$ cat config.mk
export PLATFORM = sky130hd
export DESIGN_NAME = pred_lookup_unit
export DESIGN_NICKNAME = d
export VERILOG_FILES = /design/src/rtl/pred_lookup_pkg.sv /design/src/rtl/pl_entry_pick.sv /design/src/rtl/pl_gate.sv /design/src/rtl/pl_mask_form.sv /design/src/rtl/pred_lookup_unit.sv
export SDC_FILE = /design/constraint.sdc
export NUM_CORES = 1
export LEC_CHECK = 0
export ABC_AREA = 0
export CAP_MARGIN = 15
export CORE_AREA = 3 3 279 281
export DETAILED_ROUTE_END_ITERATION = 10
export DIE_AREA = 0 0 282 284
export SYNTH_ARGS = -nofsm -noshare
export SYNTH_HDL_FRONTEND = slang
export SYNTH_SLANG_ARGS = --single-unit
$ cat constraint.sdc
create_clock -name vclk -period 4.8
set_clock_uncertainty 0.1 [all_clocks]
set_input_delay 0.96 -clock vclk [all_inputs]
set_output_delay 0.96 -clock vclk [all_outputs]
set_load 0.05 [all_outputs]
$ cat src/rtl/pred_lookup_pkg.sv
package pred_lookup_pkg;

  // Flags held by one predicate-table entry.
  typedef struct packed {
    logic en;
    logic inv;
    logic zero;
  } pl_flags_t;

  // Outcome of the gating decision.
  typedef enum logic {
    PL_OPEN       = 1'b0,
    PL_PREDICATED = 1'b1
  } pl_verdict_t;

endpackage

$ cat src/rtl/pl_entry_pick.sv
module pl_entry_pick
  import pred_lookup_pkg::*;
#(
  parameter int NREG = 32,
  parameter int IW   = 5
) (
  input  logic              sel_fp,
  input  logic [IW-1:0]     sel_idx,
  input  logic [NREG-1:0]   i_act,
  input  logic [NREG-1:0]   i_en,
  input  logic [NREG-1:0]   i_inv,
  input  logic [NREG-1:0]   i_zero,
  input  logic [NREG*IW-1:0] i_idx,
  input  logic [NREG-1:0]   f_act,
  input  logic [NREG-1:0]   f_en,
  input  logic [NREG-1:0]   f_inv,
  input  logic [NREG-1:0]   f_zero,
  input  logic [NREG*IW-1:0] f_idx,
  output logic              act,
  output pl_flags_t         flags,
  output logic [IW-1:0]     pidx
);

  localparam int NFILE = 2;

  logic [NREG-1:0] act_v [NFILE];
  pl_flags_t       fl    [NFILE][NREG];
  logic [IW-1:0]   ix    [NFILE][NREG];

  assign act_v[0] = i_act;
  assign act_v[1] = f_act;

  // Unpack both tables into per-entry views.
  for (genvar e = 0; e < NREG; e++) begin : g_entry
    assign fl[0][e] = '{en: i_en[e], inv: i_inv[e], zero: i_zero[e]};
    assign fl[1][e] = '{en: f_en[e], inv: f_inv[e], zero: f_zero[e]};
    assign ix[0][e] = i_idx[e*IW +: IW];
    assign ix[1][e] = f_idx[e*IW +: IW];
  end

  always_comb begin
    act   = act_v[sel_fp][sel_idx];
    flags = fl[sel_fp][sel_idx];
    pidx  = ix[sel_fp][sel_idx];
  end

endmodule

$ cat src/rtl/pl_gate.sv
module pl_gate
  import pred_lookup_pkg::*;
(
  input  logic        reg_active,
  input  logic        pred_en,
  input  logic        skip_reg_check,
  output pl_verdict_t verdict
);

  // The register table is consulted first, and then the predicate entry.
  // Branch forms leave out the first stage.
  always_comb begin
    verdict = PL_OPEN;
    if (skip_reg_check || reg_active) begin
      if (pred_en) verdict = PL_PREDICATED;
    end
  end

endmodule

$ cat src/rtl/pl_mask_form.sv
module pl_mask_form
  import pred_lookup_pkg::*;
#(
  parameter int XLEN = 64
) (
  input  pl_verdict_t     verdict,
  input  logic            inv,
  input  logic            zero_bit,
  input  logic [XLEN-1:0] rdata,
  output logic [XLEN-1:0] mask,
  output logic            zero_out
);

  always_comb begin
    if (verdict == PL_PREDICATED) begin
      mask     = inv ? ~rdata : rdata;
      zero_out = zero_bit;
    end else begin
      mask     = '1;
      zero_out = 1'b0;
    end
  end

endmodule

$ cat src/rtl/pred_lookup_unit.sv
module pred_lookup_unit
  import pred_lookup_pkg::*;
#(
  parameter int NREG = 32,
  parameter int XLEN = 64,
  localparam int IW  = $clog2(NREG)
) (
  input  logic               clk,
  input  logic               rst_n,
  input  logic               req_valid,
  output logic               req_ready,
  input  logic [IW-1:0]      req_reg,
  input  logic               req_is_fp,
  input  logic               req_branch,
  input  logic               req_cbranch,
  output logic               rsp_valid,
  input  logic               rsp_ready,
  output logic [XLEN-1:0]    rsp_mask,
  output logic               rsp_zero,
  input  logic [NREG-1:0]    itab_active,
  input  logic [NREG-1:0]    ftab_active,
  input  logic [NREG-1:0]    ipred_en,
  input  logic [NREG-1:0]    ipred_inv,
  input  logic [NREG-1:0]    ipred_zero,
  input  logic [NREG*IW-1:0] ipred_idx,
  input  logic [NREG-1:0]    fpred_en,
  input  logic [NREG-1:0]    fpred_inv,
  input  logic [NREG-1:0]    fpred_zero,
  input  logic [NREG*IW-1:0] fpred_idx,
  output logic [IW-1:0]      rf_raddr,
  input  logic [XLEN-1:0]    rf_rdata
);

  logic        [IW-1:0] eff_reg;
  logic                 skip_chk;
  logic                 sel_act;
  pl_flags_t            sel_flags;
  logic        [IW-1:0] sel_pidx;
  pl_verdict_t          verdict;

  // A compressed branch always takes its target from register 0's entry.
  assign eff_reg  = req_cbranch ? '0 : req_reg;
  assign skip_chk = req_branch | req_cbranch;

  // The lookup has no storage, so the handshake passes straight through.
  assign rsp_valid = req_valid;
  assign req_ready = rsp_ready;

  pl_entry_pick #(.NREG(NREG), .IW(IW)) u_pick (
    .sel_fp  (req_is_fp),
    .sel_idx (eff_reg),
    .i_act   (itab_active),
    .i_en    (ipred_en),
    .i_inv   (ipred_inv),
    .i_zero  (ipred_zero),
    .i_idx   (ipred_idx),
    .f_act   (ftab_active),
    .f_en    (fpred_en),
    .f_inv   (fpred_inv),
    .f_zero  (fpred_zero),
    .f_idx   (fpred_idx),
    .act     (sel_act),
    .flags   (sel_flags),
    .pidx    (sel_pidx)
  );

  assign rf_raddr = sel_pidx;

  pl_gate u_gate (
    .reg_active     (sel_act),
    .pred_en        (sel_flags.en),
    .skip_reg_check (skip_chk),
    .verdict        (verdict)
  );

  pl_mask_form #(.XLEN(XLEN)) u_form (
    .verdict  (verdict),
    .inv      (sel_flags.inv),
    .zero_bit (sel_flags.zero),
    .rdata    (rf_rdata),
    .mask     (rsp_mask),
    .zero_out (rsp_zero)
  );

endmodule

# After elaboration in Yosys (flattened, before gate mapping)
# Index checks and enable logic that the tools add are counted.
[classes]
reduce_logical = 1
mux = 23
order_cmp = 3
bitwise_logic = 4
[op_table]
columns = ["op", "n"]
rows = [
  ["2-to-1 mux 160 bit", 3],
  ["2-to-1 mux 96 bit", 3],
  ["2-to-1 mux 64 bit", 2],
  ["2-to-1 mux 32 bit", 3],
  ["inverter 64 bit", 1],
  ["binary-select mux 5 bit (select 5 bit)", 1],
  ["binary-select mux 3 bit (select 5 bit)", 1],
  ["2-to-1 mux 5 bit", 3],
  ["greater-or-equal comparator 6 bit, second input constant", 1],
  ["less-than comparator 5 x 6 -> 1 bit, second input constant", 1],
  ["2-to-1 mux 3 bit", 2],
  ["inverter 5 -> 6 bit", 1],
  ["binary-select mux 1 bit (select 5 bit)", 1],
  ["2-to-1 mux 1 bit", 4],
  ["greater-or-equal comparator 2 bit, second input constant", 1],
  ["inverter 1 -> 2 bit", 1],
  ["logical OR 1 bit", 1],
  ["bitwise OR 1 bit", 1],
]
[word_totals]
inputBits = 652
regBits = 0
wordCells = 31

# Logic depth before layout (Yosys ltp)
[logic_depth]
depth_word = 10
ltp_mapped = 12

# Modules after synthesis
# Synthesis repeated with hierarchy kept, for this count alone.
[unflattened]
cells_unflattened = 528
hier_area_um2 = 5851.9
[modules_own_cells]
columns = ["module", "n_inst", "cells_each", "seq_area_each_um2", "area_per_inst_um2"]
rows = [
  ["pl_entry_pick", 1, 376, 0.0, 4837.1],
  ["pl_mask_form", 1, 143, 0.0, 942.2],
  ["pred_lookup_unit", 1, 8, 0.0, 65.1],
  ["pl_gate", 1, 1, 0.0, 7.5],
]

# Least setup slack after synthesis
# No wires, ideal clock.
[synth_path]
path_kind = "in2out"
from = "input port req_is_fp"
to = "output port rsp_zero"
path_slack_ps = -71
arrival_ps = 3811
required_time_ps = 3740
path_stages = 10
path_cell_list = "clkbuf_1 buf_4 buf_2 buf_4 o221ai_1 and4_1 a311o_1 o22ai_2 buf_6 a21boi_0"
[synth_via]
elab_chain_len = 10
[synth_lines]
columns = ["item", "line", "rtl"]
rows = [
  ["start, declared", "pred_lookup_unit.sv:13", "input logic req_is_fp,"],
  ["inverter 1 -> 2 bit (not written as such) (*)", "pl_entry_pick.sv:42, pl_entry_pick.sv:43", ""],
  ["2-to-1 mux 96 bit (not written as such) (3 in series)", "pl_entry_pick.sv:43", "flags = fl[sel_fp][sel_idx];"],
  ["binary-select mux 3 bit (select 5 bit)", "pl_entry_pick.sv:43", ""],
  ["2-to-1 mux 3 bit (not written as such) (2 in series)", "pl_entry_pick.sv:43", ""],
  ["2-to-1 mux 1 bit", "pl_gate.sv:15", "if (pred_en) verdict = PL_PREDICATED;"],
  ["2-to-1 mux 1 bit", "pl_gate.sv:14", "if (skip_reg_check || reg_active) begin"],
  ["2-to-1 mux 1 bit (*)", "pl_mask_form.sv:15", "if (verdict == PL_PREDICATED) begin"],
  ["end, declared", "pred_lookup_unit.sv:19", "output logic rsp_zero,"],
]
# Mark *: on every way between the ends. The rest lies on a longest branch, timed or not. The select of a mux whose other input is x is not followed.

# Worst setup path after layout
[layout_path]
from = "input port req_reg[0]"
to = "output port rsp_mask[19]"
[layout_via]
elab_chain_len = 8
[layout_lines]
columns = ["item", "line", "rtl"]
rows = [
  ["start, declared", "pred_lookup_unit.sv:12", "input logic [IW-1:0] req_reg,"],
  ["2-to-1 mux 5 bit (*)", "pred_lookup_unit.sv:42", "assign eff_reg = req_cbranch ? '0 : req_reg;"],
  ["inverter 5 -> 6 bit (not written as such)", "pl_entry_pick.sv:43", ""],
  ["binary-select mux 3 bit (select 5 bit)", "pl_entry_pick.sv:43", ""],
  ["2-to-1 mux 3 bit (not written as such) (2 in series)", "pl_entry_pick.sv:43", ""],
  ["2-to-1 mux 1 bit", "pl_gate.sv:15", ""],
  ["2-to-1 mux 1 bit", "pl_gate.sv:14", ""],
  ["2-to-1 mux 64 bit (*)", "pl_mask_form.sv:15", ""],
  ["end, declared", "pred_lookup_unit.sv:18", "output logic [XLEN-1:0] rsp_mask,"],
]
# Marks and branches as above.

==> results.txt <==
Arrival time worst endpoint = 3.68 ns
YS warnings = 0
Full die area = 80100 µm²
First-pass GRT wire length = 75500 µm
Placed Cells incl. Taps = 2471
# nets final = 2166
RSZ-0062 raised after global routing = true
Die X = 282 µm
Synthesized area = 6340 µm²
Hold path start = rsp_ready
Starting density of the core = 8.37%
Post-synthesis net count = 1416
Post-route ant nets = 0
Antenna violations before repair = 17
DR vias/cell = 3.98
Pre-CTS WS = -0.163 ns
Power after layout = 2.48 mW
WL met2 = 27100 µm
CP required = 3.74 ns
Largest net degree at the start of global routing = 60
Post-synthesis simple-gate area fraction = 27.5%
Final core utilization = 22.3%
I/O Buffers = 718
Hold Crit Depth = 0
Largest family of logic cells by synthesized area = multiplexers
P_leak = 6.07 nW
Final Max Tran Viols = 0
Post-route DRC violation count = 0
Met3 wire length = 4590 µm
Crit path kind = in2out
GRT Overall Usage = 13.2%
Syn_area_per_cell = 8.29 µm²
Relative slew slack = 63.4%
Detailed-routing wirelength on met1 = 24000 µm
Startpoint Class = primary input
Max cap viols = 0
Vias in the first global route = 10100
Placed cell areas = 16100 µm²
Setup ws final = 0.0554 ns
Final setup viols = 0
Setup TNS Final = 0 ns
Wirelength per Cell = 22.9 µm
First DRT Iteration DRCs = 572
Netlist cell types = 54
Final WL = 57100 µm
Synth Area in XOR/XNOR = 0%
Register area share after synthesis = 0%
Fillers = 8174
Status = completed
Final cycle utilization of the critical path = 98.8%
FFs & Latches = 0
Achievable frequency = 211 MHz
Compound-cell area share of the yosys netlist = 16.6%
Placer congestion estimate = 0.885
WHS Endpoint = req_ready
Slew @ Worst Pin = 0.549 ns
Power Dens Cells = 147 nW/µm²
Clock buffers = 0
Via count = 9941
Top Ports = 724
Most common cell after layout, fill and taps aside = clkdlybuf4s50_1
Worst hold slack = 1.82 ns
Core area = 75700 µm²
Max Used Layer = met5
Final Hold Viols = 0
DIE HEIGHT = 284 µm
Max IR drop VDD = 0.0750 mV
Adder-cell area share of the yosys netlist = 0%
Hold Crit Class = in2out
Crit-path max FO = 6
Period minus WS final = 4.74 ns
Final global-route overflow total = 0
FF+latch area = 0 µm²
Post-route cell area = 16900 µm²
Row count = 101
Commonest cells after routing, fill and taps aside = 640 x clkdlybuf4s50_1, 115 x mux4_2, 102 x nand2_1
DP HPWL = 49500 µm
Non-Filler Instances = 2499
Post-Syn Instances = 764
Mux contribution to synthesized area = 46.7%
1st-pass router iterations = 5
Share of cells above drive strength 1 = 25.4%
Synth-to-Final Area Change = 166%
Crit. End Element = primary output
## power breakdown
part	total (mW)	switching [mW]	internal [mW]
Combinational	2.48	1.11	1.37
Clock	0.000000223	0	0.000000223
Sequential	0	0	0
## timing repair
| item | 4_1_cts | 5_1_grt |
|---|---|---|
| endpoints found under the setup margin | 64 | 65 |
| endpoints found under the hold margin | 0 | 0 |
| cloned | 3 | 2 |
| setup buffers | 6 | 8 |
| pin swaps | 8 | 12 |
| resized for setup | 44 | 48 |
| hold buffers | 0 | 0 |
## cells in the mapped netlist, types with 7 or more instances
master | count | area share (%)
buf_4 | 15 | 1.8
a311oi_1 | 13 | 1.8
nor2b_1 | 9 | 0.89
a31oi_1 | 9 | 0.89
buf_6 | 10 | 1.8
mux4_2 | 115 | 41
o21ai_0 | 71 | 5.6
clkbuf_1 | 47 | 2.8
a211oi_1 | 8 | 0.95
and3_1 | 7 | 0.69
nand3_1 | 122 | 9.6
nand2_1 | 102 | 6.0
buf_2 | 27 | 2.1
nor2_1 | 12 | 0.71
or3_1 | 65 | 6.4
mux2i_1 | 30 | 4.7
## area by class of cell
class / count / area (µm²) / share of cell area, %
repair buffers: 852 / 9470 / 56.2
multi-input cells: 654 / 6110 / 36.3
well taps: 978 / 1220 / 7.26
inverters: 6 / 26.3 / 0.156
diodes: 9 / 22.5 / 0.134
## worst max-delay path, cell delays in order
cell and delay [ns]:
buf_2 0.14, buf_12 0.11, nor2b_4 0.16, buf_12 0.12, buf_12 0.12, mux4_2 0.51
a2111oi_1 0.43, a211o_1 0.22, o22ai_4 0.10, buf_12 0.15, bufbuf_16 0.26, buf_4 0.14
nand3_2 0.08, buf_12 0.14
## per-layer routing
layer	vias to the layer above	global-route usage, %
li1	4595	-
met1	4755	17.3
met2	516	22.2
met3	61	2.92
met4	14	2.36
met5	-	0
## worst max path at each step
stage	from	endpoint	slack [ns]	cells after the start
after detailed placement	req_reg[2]	rsp_mask[62]	-0.16	14
after floorplan	req_is_fp	rf_raddr[0]	0.29	10
after CTS	ipred_en[14]	rsp_mask[54]	-0.01	14
final	req_reg[0]	rsp_mask[19]	0.06	14
after global routing	req_cbranch	rsp_mask[11]	-0.02	16
after global placement	req_reg[3]	rsp_zero	-0.15	9
## logic make-up after synthesis
logic type / after synthesis
muxes: 151
and+or+nand+nor: 346
buffers and inverters: 110
AOI/OAI and AO/OA: 157
(Power assumes the default switching activity.)
